`config.mk`:
```
export PLATFORM = sky130hd
export DESIGN_NAME = steer_sort
export DESIGN_NICKNAME = d
export VERILOG_FILES = /design/src/rtl/steer_pkg.sv /design/src/rtl/steer_decode.sv /design/src/rtl/steer_lane.sv /design/src/rtl/steer_sort.sv
export SDC_FILE = /design/constraint.sdc
export NUM_CORES = 1
export LEC_CHECK = 0
export ABC_AREA = 0
export CAP_MARGIN = 20
export CORE_AREA = 2 2 157 159
export DETAILED_ROUTE_END_ITERATION = 6
export DIE_AREA = 0 0 159 161
export DONT_BUFFER_PORTS = 1
export GPL_TIMING_DRIVEN = 0
export MAX_ROUTING_LAYER = met4
export PLACE_DENSITY = 0.36
export REMOVE_ABC_BUFFERS = 1
export SYNTH_ARGS = -nofsm -noshare
export SYNTH_HDL_FRONTEND = slang
export SYNTH_SLANG_ARGS = --single-unit
```
`constraint.sdc`:
```
create_clock -name clk -period 3.31 [get_ports clk]
set_input_delay 0.1655 -clock clk [delete_from_list [all_inputs] [get_ports clk]]
set_output_delay 0.1655 -clock clk [all_outputs]
set_load 0.05 [all_outputs]
```
`src/rtl/steer_pkg.sv`:
```
// Package: shared types and constants of the dimension-sorting steering block.
// Assumes five input lanes in fixed order and a flit with kind and route bits on top.
package steer_pkg;

    localparam int NUM_LANE  = 5;
    localparam int LANE_E    = 0;
    localparam int LANE_W    = 1;
    localparam int LANE_N    = 2;
    localparam int LANE_S    = 3;
    localparam int LANE_L    = 4;
    localparam int INJ_BASE  = 4;   // first local-injection vertical channel

    localparam logic [1:0] K_BODY   = 2'b00;
    localparam logic [1:0] K_HEAD   = 2'b01;
    localparam logic [1:0] K_TAIL   = 2'b10;
    localparam logic [1:0] K_SINGLE = 2'b11;

    typedef enum logic [2:0] {
        PS_X    = 3'd0,
        PS_Y    = 3'd1,
        PS_ZA   = 3'd2,
        PS_ZB   = 3'd3,
        PS_EJ   = 3'd4,
        PS_DROP = 3'd5
    } pset_e;

endpackage

```
`src/rtl/steer_decode.sv`:
```
// Module: maps the look-ahead route code of a header to a path set.
// Assumes the lane index is fixed at elaboration; it picks the vertical set.
module steer_decode
    import steer_pkg::*;
#(
    parameter int LANE = 0
) (
    input  logic [2:0] la,
    output pset_e      set
);

    localparam pset_e VSET = (LANE == LANE_N || LANE == LANE_S) ? PS_ZB : PS_ZA;

    // Route code to path set.
    always_comb begin
        unique case (la)
            3'd0, 3'd1: set = PS_X;
            3'd2, 3'd3: set = PS_Y;
            3'd4, 3'd5: set = VSET;
            default:    set = PS_EJ;
        endcase
    end

endmodule

```
`src/rtl/steer_lane.sv`:
```
// Module: steering for one input lane, with the packet lock and space gating.
// Assumes destinations report per-lane (planar, eject) or per-channel (vertical) room.
module steer_lane
    import steer_pkg::*;
#(
    parameter int LANE  = 0,
    parameter int EXTRA = 1,
    parameter int NZ    = 6,
    parameter int VCW   = 3
) (
    input  logic           clk,
    input  logic           rst_n,
    input  logic           valid,
    input  logic [1:0]     kind,
    input  logic [2:0]     la,
    input  logic           x_sp,
    input  logic           y_sp,
    input  logic           ej_sp,
    input  logic [NZ-1:0]  za_sp,
    input  logic [NZ-1:0]  zb_sp,
    output logic           ready,
    output logic           x_v,
    output logic           y_v,
    output logic           za_v,
    output logic           zb_v,
    output logic           ej_v,
    output logic [VCW-1:0] vc
);

    pset_e          dec_set;
    pset_e          cur_set;
    pset_e          set_q;
    logic           open_q;
    logic [VCW-1:0] vc_q;
    logic [VCW-1:0] head_vc;
    logic [VCW-1:0] cur_vc;
    logic           is_head;
    logic           sp_ok;
    logic           fire;

    steer_decode #(.LANE(LANE)) u_dec (
        .la  (la),
        .set (dec_set)
    );

    // Vertical channel for a new header: fixed per direction, chosen for local injection.
    generate
        if (LANE == LANE_L) begin : g_inj
            assign head_vc = za_sp[INJ_BASE] ? VCW'(INJ_BASE) : VCW'(INJ_BASE + EXTRA);
        end else begin : g_dir
            assign head_vc = VCW'(LANE);
        end
    endgenerate

    assign is_head = kind[0];
    assign cur_set = is_head ? dec_set : (open_q ? set_q : PS_DROP);
    assign cur_vc  = is_head ? head_vc : vc_q;

    // Room check at the chosen destination.
    always_comb begin
        unique case (cur_set)
            PS_X:    sp_ok = x_sp;
            PS_Y:    sp_ok = y_sp;
            PS_ZA:   sp_ok = za_sp[cur_vc];
            PS_ZB:   sp_ok = zb_sp[cur_vc];
            PS_EJ:   sp_ok = ej_sp;
            default: sp_ok = 1'b1;
        endcase
    end

    assign ready = sp_ok;
    assign fire  = valid & sp_ok;
    assign x_v   = fire & (cur_set == PS_X);
    assign y_v   = fire & (cur_set == PS_Y);
    assign za_v  = fire & (cur_set == PS_ZA);
    assign zb_v  = fire & (cur_set == PS_ZB);
    assign ej_v  = fire & (cur_set == PS_EJ);
    assign vc    = cur_vc;

    // Packet lock: opened by a head, closed by a tail.
    always_ff @(posedge clk) begin
        if (!rst_n) begin
            open_q <= 1'b0;
            set_q  <= PS_DROP;
            vc_q   <= '0;
        end else if (fire) begin
            if (kind == K_HEAD) begin
                open_q <= 1'b1;
                set_q  <= dec_set;
                vc_q   <= head_vc;
            end else if (kind == K_TAIL) begin
                open_q <= 1'b0;
            end
        end
    end

endmodule

```
`src/rtl/steer_sort.sv`:
```
// Module: top of the dimension-sorting steering block, five lanes side by side.
// Assumes lane order east, west, north, south, local; flits pass through unchanged.
module steer_sort
    import steer_pkg::*;
#(
    parameter int FLIT_W       = 32,
    parameter int EXTRA_INJ_VC = 1,
    localparam int NL  = NUM_LANE,
    localparam int NZ  = 5 + EXTRA_INJ_VC,
    localparam int VCW = $clog2(NZ)
) (
    input  logic              clk,
    input  logic              rst_n,
    input  logic [NL-1:0]     in_valid,
    input  logic [NL*FLIT_W-1:0] in_flit,
    output logic [NL-1:0]     in_ready,
    output logic [NL*FLIT_W-1:0] out_flit,
    input  logic [NL-1:0]     x_space,
    output logic [NL-1:0]     x_valid,
    input  logic [NL-1:0]     y_space,
    output logic [NL-1:0]     y_valid,
    input  logic [NZ-1:0]     za_space,
    input  logic [NZ-1:0]     zb_space,
    output logic [NL-1:0]     za_valid,
    output logic [NL-1:0]     zb_valid,
    output logic [NL*VCW-1:0] z_vc,
    input  logic [NL-1:0]     ej_space,
    output logic [NL-1:0]     ej_valid
);

    // Flits leave unchanged toward every path set.
    assign out_flit = in_flit;

    genvar i;
    generate
        for (i = 0; i < NL; i++) begin : g_lane
            steer_lane #(
                .LANE  (i),
                .EXTRA (EXTRA_INJ_VC),
                .NZ    (NZ),
                .VCW   (VCW)
            ) u_lane (
                .clk   (clk),
                .rst_n (rst_n),
                .valid (in_valid[i]),
                .kind  (in_flit[i*FLIT_W + FLIT_W - 1 -: 2]),
                .la    (in_flit[i*FLIT_W + FLIT_W - 3 -: 3]),
                .x_sp  (x_space[i]),
                .y_sp  (y_space[i]),
                .ej_sp (ej_space[i]),
                .za_sp (za_space),
                .zb_sp (zb_space),
                .ready (in_ready[i]),
                .x_v   (x_valid[i]),
                .y_v   (y_valid[i]),
                .za_v  (za_valid[i]),
                .zb_v  (zb_valid[i]),
                .ej_v  (ej_valid[i]),
                .vc    (z_vc[i*VCW +: VCW])
            );
        end
    endgenerate

endmodule

```
[Word-level counts from Yosys, hierarchy flattened]
Index checks and enable logic that the tools add are counted.
Storage, ports and cells
  register bits: 26
  output and inout port bits: 205
  logic and storage cells: 194
Cells by class
  reduce and logical (&&, ||, !) cells: 40
  order comparisons: 4
  bitwise gates (word level): 30
  multiplexer cells: 51
  eq/ne operators: 55
Operators by type and width (number)
  3-bit by 2-bit == test with 1-bit output (second input constant): 20
  3-bit == test (second input constant): 15
  3-bit one-hot mux with 3 select lines: 5
  3-bit 2-to-1 mux: 11
  1-bit bitwise AND: 30
  3-bit by 1-bit == test with 1-bit output (second input constant): 10
  3-bit zero test: 10
  2-bit OR reduction: 15
  1-bit one-hot mux with 5 select lines: 5
  1-bit binary-select mux with 3-bit select: 8
  1-bit 2-to-1 mux: 20
  2-bit AND reduction: 10
  3-bit by 4-bit < comparator with 1-bit output (second input constant): 4
  2-bit by 1-bit == test with 1-bit output (second input constant): 5
  2-bit == test (second input constant): 5
  2-bit nonzero test: 5
  2-bit 2-to-1 mux: 2

[Depth between registers and ports, before layout]
Gate-level depths: netlist (run 1).
  word-level depth: 8
  depth in mapped cells: 9

[By module]
A second synthesis (run 1) with hierarchy kept.
Second synthesis, totals
  cells, all modules: 474
  area total of the unflattened synthesis: 3783.6 um2
By module, submodules not included
  steer_lane (g_lane[1].u_lane ...): cells an instance 56, area each 461.7 um2, instances 3, seq. area each 100.1 um2
  steer_sort: cells an instance 160, area each 1201.2 um2, instances 1, seq. area each 0.0 um2
  steer_lane (g_lane[4].u_lane): cells an instance 75, area each 598.1 um2, instances 1, seq. area each 120.1 um2
  steer_lane (g_lane[0].u_lane): cells an instance 56, area each 481.7 um2, instances 1, seq. area each 80.1 um2
  steer_decode (g_lane[0].u_lane.u_dec ...): cells an instance 3, area each 22.5 um2, instances 3, seq. area each 0.0 um2
  steer_decode (g_lane[2].u_lane.u_dec ...): cells an instance 3, area each 25.0 um2, instances 2, seq. area each 0.0 um2

[Least setup slack after synthesis (run 1)]
OpenSTA, ideal clock, no wires.
  path type: input to output
  from: in in_flit[94]
  to: out y_valid[2]
  slack: 1107 ps
  stages: 7
  required time: 3144 ps
  arrival: 2037 ps
  path through: clkbuf_1 -> or2_1 -> mux4_2 -> o2bb2ai_2 -> nand4_1 -> nor3b_1 -> buf_4
Between the ends
  word-level cells in the longest chain between the ends: 6
  elaborated cells between the ends (all ways): 14
  classes of those cells: 4 x eq/ne; 7 x mux; 2 x bitwise; 1 x reduce/logical
RTL lines
  start: declaration: line steer_sort.sv:15  | input logic [NL*FLIT_W-1:0] in_flit,
  2-bit 2-to-1 mux *: line steer_lane.sv:57  | assign cur_vc = is_head ? head_vc : vc_q;
  via z_vc[7]: line steer_sort.sv:26  | output logic [NL*VCW-1:0] z_vc,
  1-bit binary-select mux with 3-bit select, on equally long branches: line steer_lane.sv:65, steer_lane.sv:64
  1-bit 2-to-1 mux, on equally long branches: line steer_lane.sv:65, steer_lane.sv:64
  1-bit one-hot mux with 5 select lines *: line steer_lane.sv:61  | unique case (cur_set)
  via g_lane[2].u_lane.ready: line steer_lane.sv:21  | output logic ready,
  1-bit bitwise AND *: line steer_lane.sv:72  | assign fire = valid & sp_ok;
  1-bit bitwise AND *: line steer_lane.sv:74  | assign y_v = fire & (cur_set == PS_Y);
  end: declaration: line steer_sort.sv:21  | output logic [NL-1:0] y_valid,
The timed path passes the listed nets; every way through them passes the cells marked *. The select of a mux whose other input is x is not followed.

[Worst setup path after layout (run 1)]
  from: reg g_lane[2].u_lane.open_q
  to: out y_valid[2]
Between the ends
  word-level cells in the longest chain between the ends: 6
  elaborated cells between the ends (all ways): 10
  classes of those cells: 4 x eq/ne; 3 x mux; 2 x bitwise; 1 x reduce/logical
RTL lines
  start: declaration: line steer_lane.sv:33  | logic open_q;
  start signal: assignment: line steer_lane.sv:83  | open_q <= 1'b0;
  start signal: assignment: line steer_lane.sv:88  | open_q <= 1'b1;
  start signal: assignment: line steer_lane.sv:92  | open_q <= 1'b0;
  3-bit 2-to-1 mux * (2 in series): line steer_lane.sv:56  | assign cur_set = is_head ? dec_set : (open_q ? set_q : PS_DROP);
  3-bit == test, or another cell as far along: line steer_lane.sv:61
  1-bit one-hot mux with 5 select lines *: line steer_lane.sv:61
  via in_ready[2]: line steer_sort.sv:16  | output logic [NL-1:0] in_ready,
  1-bit bitwise AND *: line steer_lane.sv:72
  1-bit bitwise AND *: line steer_lane.sv:74
The timed path passes the listed nets; every way through them passes the cells marked *.

==> results of run 1 <==
-- per-stage QoR --
step / hold slack, ps / util, % / power [mW]
3_5_place_dp: 259 / 11.6 / 0.597
6_report: 15.2 / 12.1 / 0.892
4_1_cts: 2.44 / 12.0 / 0.911
2_1_floorplan: 245 / - / 0.547
3_3_place_gp: 256 / 11.0 / 0.584
5_1_grt: 3.88 / 12.1 / 0.950
-- state kept, by name, summed over array words and instances, names as in the netlist --
signal	cells
g_lane.u_lane.open_q	5
g_lane.u_lane.set_q	15
g_lane.u_lane.vc_q	5
-- power breakdown --
group | switching, mW | internal, mW
registers | 0.0108 | 0.313
logic | 0.191 | 0.0834
clock network | 0.130 | 0.164
total | 0.332 | 0.560
-- worst max-delay path by stage --
stage	end	slack, ps
finish	y_valid[2]	310
global route	y_valid[2]	200
CTS	y_valid[2]	270
detailed placement	ej_valid[2]	80
global placement	y_valid[2]	-110
floorplan	y_valid[2]	220
-- per-layer routing --
metal / routed length (um) / track usage [%] / up-vias
met5: 0 / - / -
met4: 353 / 2.69 / 0
met3: 11100 / 40.6 / 18
met2: 15200 / 41.1 / 442
met1: 6070 / 12.1 / 1197
li1: - / - / 1099
-- cells by family after synthesis --
kind of cell / share of synthesized area, %
AO/OA/AOI/OAI: 13.0
buffers and inverters: 43.2
multiplexers: 6.17
AND/OR/NAND/NOR: 21.4
XOR/XNOR: 0.467
flip-flops: 13.3
other: 0.0999
adder cells (fa/ha/maj): 2.33
-- cells in the mapped netlist (all sizes together) (4+ instances only) --
cell type	n
nand3b	6
and3	5
mux2	5
nand3	8
nor3	6
inv	21
o21a	4
o211ai	4
a21oi	12
a31oi	8
clkbuf	6
buf	204
nor2b	8
o21ai	10
dfxtp	25
nand2b	10
mux2i	13
or3b	5
nor3b	14
nor2	16
ha	7
nand2	40
-- final cells by class --
| class | instances | area, sq um | area share [%] |
|---|---|---|---|
| Antenna cell | 1 | 2.50 | 0.0864 |
| Clock buffer | 3 | 75.1 | 2.59 |
| Clock inverter | 1 | 5.00 | 0.173 |
| Inverter | 21 | 78.8 | 2.72 |
| Multi-Input combinational cell | 246 | 1740 | 59.9 |
| Sequential cell | 25 | 500 | 17.3 |
| Tap cell | 324 | 405 | 14.0 |
| Timing Repair Buffer | 12 | 95.1 | 3.28 |
-- repair_timing --
item                                    CTS  global route
endpoints found under the setup margin    2             0
resized for setup                         2             0
hold endpoints to repair                  6             1
hold buffers                              1             1
setup buffers                             0             0
==> results.md, run 1 <==
Critical path:
- The worst endpoint data arrival time is 2830 ps.
- The gate family responsible for the most delay along the worst path is simple AND/OR/NAND/NOR gates.
- The startpoint kind of the worst setup timing path is a register.
- The worst setup path is of the reg2out kind.
- The sort of element at the end of the critical path is an output pin.
- The critical path starts at g_lane[2].u_lane.open_q.
- In this run the critical register-to-register path is launched from g_lane[3].u_lane.open_q.
- The worst-path maximum fanout is 9.
- The critical path goes through nor3b_1 > a211o_1 > a31oi_1 > o2bb2ai_4 > nand4_1 > nor3b_2.
- The number of buffers and inverters on the critical path is 0.
- The worst register-to-register path ends at g_lane[3].u_lane.set_q[0].
- On the critical path, the stage with the largest delay is an instance of sky130_fd_sc_hd__nor3b_2.
- Setup slack on the worst reg-to-reg path comes out at 1020 ps.
- The data required time at the worst endpoint is approximately 3100 ps.
- The count of cells along the worst register-to-register path is 7.
- The cell count along the critical path is 6.
- The delay of the slowest critical-path stage is between 700 and 800 ps.

Floorplanning:
- The placeable core region is 24,000 sq um.
- The chip height is 161 um.
- In this run the core area contains 57 standard-cell rows.
- The width of the chip is 159 um.
- The initial standard-cell utilization of the core is 15.7%.
- The number of top-level pins is ~400.
- The floorplan die area is 25,600 sq um.

Clocking:
- The CTS H-tree depth is 1.
- Counting along the longest clock path gives a buffer depth of 2.
- In this run, CTS created clock tree buffers numbering 3.
- At the later pin of the worst-skew pair, clock insertion delay measures 270 ps.
- The root buffer cell chosen for the clock tree is sky130_fd_sc_hd__clkbuf_16.
- The CTS tree is done.
- Clock tree synthesis found a total of 25 sinks.
- The clock slew seen by the registers of the worst setup and hold paths is 70 ps.

Routing:
- After the first detailed-routing iteration, the DRC count stood at 213.
- Summed over all layers, the routed wires come to 32,800 um.
- The routed layout has approximately 2.8k vias.
- The DRC violation count after routing is 0.
- The average routed wire per standard cell is ~52 um.
- Once detail routing completed, the nets flagged for antenna violations numbered 0.
- The detailed-routing iteration count for the pre-antenna-repair pass is 4.
- Dividing the detail-routed via count by the number of cells gives 4.35.

GRT:
- The all-layer global routing usage is about a quarter.
- The overall overflow remaining after global route is 0.
- The global-route wire length before repair is 38,500 um.
- The largest net degree at the start of global routing is 34.
- The via count of the first global-routing pass was roughly 2.5k.
- The number of antenna violations at the first check in global routing is 1.

Pwr:
- The leakage power is ~1.0 nW.
- The peak supply drop is between 0.15 and 0.2 mV.
- Dividing total power by cell area gives a power density of around 310 nW/um^2.

Synth:
- Of all cell types, the one taking the most synthesized area is sky130_fd_sc_hd__buf_4.
- The synthesized cell area is 3750 sq um.
- The average instance area after synthesis is about 7.6 sq um.
- Synthesis produced about 490 cells.
- Of all flip-flops after synthesis, the portion carrying an async set or reset was 0%.
- Counting flops with a built-in enable in the synthesized netlist gives 0.
- The synthesized netlist contains 64 unique library cells.
- The count of yosys warnings during synthesis is 0.
- The total of flip-flops plus latches after synthesis is 25.
- By area the synthesized netlist is led by sky130_fd_sc_hd__buf_4, sky130_fd_sc_hd__dfxtp_1, sky130_fd_sc_hd__nand2_1.
- The sequential share of the synthesized area is 13.3%.
- The top cell type by area accounts for approximately 40% of the synthesized area.
- The most used flip-flop cell after synthesis is sky130_fd_sc_hd__dfxtp_1.

STA:
- The largest clock skew in the final design is ~3.0 ps.
- The fmax is 0.333 GHz.
- The transition time at the pin with the least slew margin is 1090 ps.
- The worst path needs ~3000 ps of the cycle, external delays included.
- The final critical-path share of the clock period is 90.6%.
- Setup violations remaining at the end of the flow were counted as 0.
- Setup repair after global routing left no endpoint under its margin.
- After routing, the total negative slack on setup checks comes to 0 ps.
- In this run the tightest slew margin relative to its limit is between 20% and 30%.
- The max-slew violation count is 0.
- The number of failing hold endpoints at the final stage is 0.
- The minimum setup slack in the final design is slightly above 300 ps.

Layout:
- For this run, the post-layout net count is 510.
- In the layout the commonest cells are sky130_fd_sc_hd__nand2_1, sky130_fd_sc_hd__dfxtp_1, sky130_fd_sc_hd__inv_1.
- Leaving out fill and tap cells, the most frequent cell in the layout is sky130_fd_sc_hd__nand2_1.
- The final standard cell area without fillers is 2900 sq um.
- The number of fill cells is 2,827.
- The post-layout instance count excluding filler cells is 633.
- The post-route netlist has 13.6% of its cells at a drive strength greater than 1.
- The area growth from synthesis to layout is -22.8%.

Place:
- Port buffering added 0 buffers.
- The placed wire-length estimate after detailed placement is 30,500 um.
- The placed instances occupy a cell area of 2780 sq um.
- The worst setup slack after placement is 76.5 ps.
- Once placement completed, the tool counted placed cells totaling 626.
- The routability-driven placement congestion ratio is 1.09.

Outcome:
- The run finished with clean final reports.

Worst hold path:
- The class of the tightest hold or removal check is in2reg.
- In this run the most critical hold path is launched from rst_n.
- For hold timing, the worst endpoint is g_lane[3].u_lane.set_q[0].
- The number of stages on the worst hold path is 1.

Flow run:
- The number of max-cap violations is 0.
No activity file was read; power rests on OpenSTA's default activity.
==> run 2: changes to the inputs <==
--- a/config.mk
+++ b/config.mk
@@ -8,6 +8,7 @@
 export ABC_AREA = 0
 export CAP_MARGIN = 20
 export CORE_AREA = 2 2 157 159
+export CTS_BUF_LIST = sky130_fd_sc_hd__clkbuf_8
 export DETAILED_ROUTE_END_ITERATION = 6
 export DIE_AREA = 0 0 159 161
 export DONT_BUFFER_PORTS = 1
==> run 2 against run 1 <==
  * Sequential share of layout area grew 0.14 points
  * Hold slack gained 4.1 ps
  * Sequential power is essentially flat
  * Clock power shrank 30%
  * Final cell count grew 0.16%
  * Maximum frequency shrank 0.80%
  * Via count grew 0.83%
  * Critical endpoint unchanged
  * Largest cell class unchanged
  * Largest power group unchanged
==> results.md, run 2 (same netlist as run 1, synthesis figures left out) <==
Outcome:
- The run finished with clean final reports.

GRT:
- The overall overflow remaining after global route came to 0 (unchanged).
- The global-route wire length before repair came to 38,600 um (+0.18%).
- The largest net degree at the start of global routing is 26 (-24%).
- The number of antenna violations at the first check in global routing came to 1 (unchanged).
- The via count of the first global-routing pass is 2,551 (+0.47%).
- The all-layer global routing usage is 25.4% (about the same).

Pwr:
- The cell-internal power is 0.482 mW (-14%).
- The total power of the final layout is 0.806 mW (-9.7%).
- The net switching share of the total power is 40.2% (+3.0 points).
- The share of power burned in combinational logic is 34.3% (+3.5 points).
- The clock share of power is 25.5% (-7.5 points).
- The power density of the placed cells is 281 nW/um^2 (-8.9%).
- The leakage power is 1.02 nW (-1.1%).
- The peak supply drop is 0.131 mV (-21%).
- The fraction of power consumed by sequential logic is 40.1% (+3.8 points).
- The net switching component of the power is 0.324 mW (-2.5%).

Worst hold path:
- The class of the tightest hold or removal check is in2reg.

Floorplanning:
- The placeable core region was 24,000 sq um (unchanged).
- The initial standard-cell utilization of the core is 15.7% (unchanged).
- The floorplan die area came to 25,600 sq um (unchanged).
- The number of cell rows was 57 (unchanged).
- The number of top-level pins came to 399 (unchanged).
- The chip height is 161 um (unchanged).
- The width of the chip is 159 um (unchanged).

Clocking:
- The CTS tree is done.
- The buffer depth of the longest clock path is 2 (unchanged).
- The number of buffers created by CTS is 3 (unchanged).
- The clock slew seen by the registers of the worst setup and hold paths is 110 ps (+40 ps).
- The clock latency on the worst-skew pair is 290 ps (+20 ps).
- Clock tree synthesis selected as its root buffer the cell sky130_fd_sc_hd__clkbuf_8.
- The number of sinks driven by the clock tree is 25 (unchanged).
- The CTS H-tree depth came to 1 (unchanged).

STA:
- The shortest period the worst path allows came to 3020 ps (+24.1 ps).
- The final critical-path share of the clock period is 91.3% (+0.73 points).
- The number of failing hold endpoints at the final stage is 0 (unchanged).
- The minimum setup slack in the final design is 287 ps (-24.1 ps).
- The tightest slew margin relative to the limit is 27.2% (-0.61 points).
- The worst hold slack after final layout is 19.3 ps (+4.06 ps).
- The number of failing setup endpoints in the final timing report is 0 (unchanged).
- The max-slew violation count was 0 (unchanged).
- The fmax is 0.331 GHz (-0.80%).
- The largest clock skew in the final design was 6.96 ps (+3.95 ps).
- Setup repair after global routing left no endpoint under its margin.
- The transition time at the pin with the least slew margin is 1100 ps (+9.20 ps).
- The accumulated negative setup slack is 0 ps (unchanged).

Routing:
- The wire length after detailed routing came to 32,800 um (about the same).
- The average routed wire per standard cell is 51.7 um (-0.16%).
- The ratio of routed vias to standard cells was 4.38 (+0.68%).
- The detailed-routing iteration count for the pre-antenna-repair pass is 6 (+2).
- The DRC violation count after routing is 0 (unchanged).
- The DRC violation total after the first TritonRoute iteration came to 193 (-9.4%).
- The count of vias placed by the detailed router is 2,779 (+0.83%).
- The remaining number of nets flagged by the antenna check after routing came to 0 (unchanged).

Layout:
- The fraction of final layout cells with drive strength greater than 1 is 13.6% (-0.044 points).
- The number of flip-flops in the largest register is 15 (unchanged).
- The core occupancy in the finished layout is 12.0% (-0.099 points).
- The area used by multi-input combinational logic came to 1740 sq um (unchanged).
- The final standard cell area without fillers is 2870 sq um (-0.82%).
- The library cell used most frequently in the layout, excluding fill and tap cells, is sky130_fd_sc_hd__nand2_1.
- The final net count is 511 (+0.20%).
- From synthesis to final layout, the design area changed by -23.4%.
- The area taken by flip-flops and latches came to 500 sq um (unchanged).
- The post-layout instance count excluding filler cells was 634 (+0.16%).
- The number of fill cells came to 2,832 (+0.18%).
- The most flop-heavy register is g_lane.u_lane.set_q.
- Leaving out fill and tap cells, the most frequent cells in the layout are sky130_fd_sc_hd__nand2_1, sky130_fd_sc_hd__dfxtp_1, sky130_fd_sc_hd__inv_1.
- In the final layout, the registers with the most flip-flops are g_lane.u_lane.set_q: 15 flops, g_lane.u_lane.open_q: 5 flops, g_lane.u_lane.vc_q: 5 flops.

Critical path:
- The sort of element at the end of the critical path is an output pin.
- The critical path is of the reg2out type.
- The worst-path maximum fanout is 9 (unchanged).
- Traced cell by cell, the critical path runs through nor3b_1 > a211o_1 > a31oi_1 > o2bb2ai_4 > nand4_1 > nor3b_2.
- The slowest library cell on the worst path is sky130_fd_sc_hd__nor3b_2.
- The worst-case register-to-register setup slack is 940 ps (-80 ps).
- The delay of the slowest critical-path stage is 740 ps (about the same).
- The startpoint kind of the worst setup timing path is a register.
- The worst endpoint data arrival time is 2860 ps (+30 ps).
- The data required time at the worst endpoint was 3140 ps (about the same).

Place:
- The worst setup slack after placement is 76.5 ps (unchanged).
- The placed wire-length estimate after detailed placement is 30,500 um (unchanged).
- The number of buffers inserted by port buffering is 0 (unchanged).
- The routability-driven placement congestion ratio was 1.09 (unchanged).
- The placed instance area is 2780 sq um (unchanged).
- The placed instance count was 626 (unchanged).

Flow run:
- The number of max-cap violations is 0 (unchanged).
[run 2: metal layers]
metal	share of wire, %	global-route usage, %
met5	0	-
met4	1.0	2.56
met3	34	40.5
met2	47	41.1
met1	18	12.3
[run 2: what timing repair did]
item | in CTS | in global routing
resized for setup | 2 | 0
setup buffers | 0 | 0
endpoints found under the setup margin | 2 | 0
endpoints found under the hold margin | 14 | 1
hold buffers | 2 | 1
[run 2: critical path: cells and delay by family, from the launching register on]
kind	cells	cell delay, ps
and+or+nand+nor	3	1380
DFF	1	390
AOI/OAI and AO/OA	3	790
[run 2: worst paths after layout]
| kind | start | endpoint | cells past startpoint |
|---|---|---|---|
| worst max-delay path | g_lane[2].u_lane.open_q | y_valid[2] | 6 |
| worst min-delay path | rst_n | g_lane[4].u_lane.vc_q[0] | 2 |
| worst max register to register | g_lane[3].u_lane.open_q | g_lane[3].u_lane.set_q[0] | 7 |
| worst min register to register | g_lane[2].u_lane.vc_q[1] | g_lane[2].u_lane.vc_q[1] | 2 |
[run 2: final cells by class]
| type | count | share of cell area (%) |
|---|---|---|
| flip-flops and latches | 25 | 17.4 |
| repair buffers | 13 | 3.66 |
| clock inverters | 1 | 0.174 |
| well taps | 324 | 14.1 |
| clock buffers | 3 | 1.44 |
| inverters | 21 | 2.74 |
| multi-input cells | 246 | 60.4 |
| diodes | 1 | 0.0871 |
[run 2: power by group through the flow]
stage	sequential, mW	combinational, mW	clock [mW]
after global routing	0.326	0.297	0.237
after global placement	0.330	0.253	0
after CTS	0.324	0.276	0.224
after detailed placement	0.330	0.267	0
after floorplan	0.327	0.220	0
final	0.324	0.277	0.206
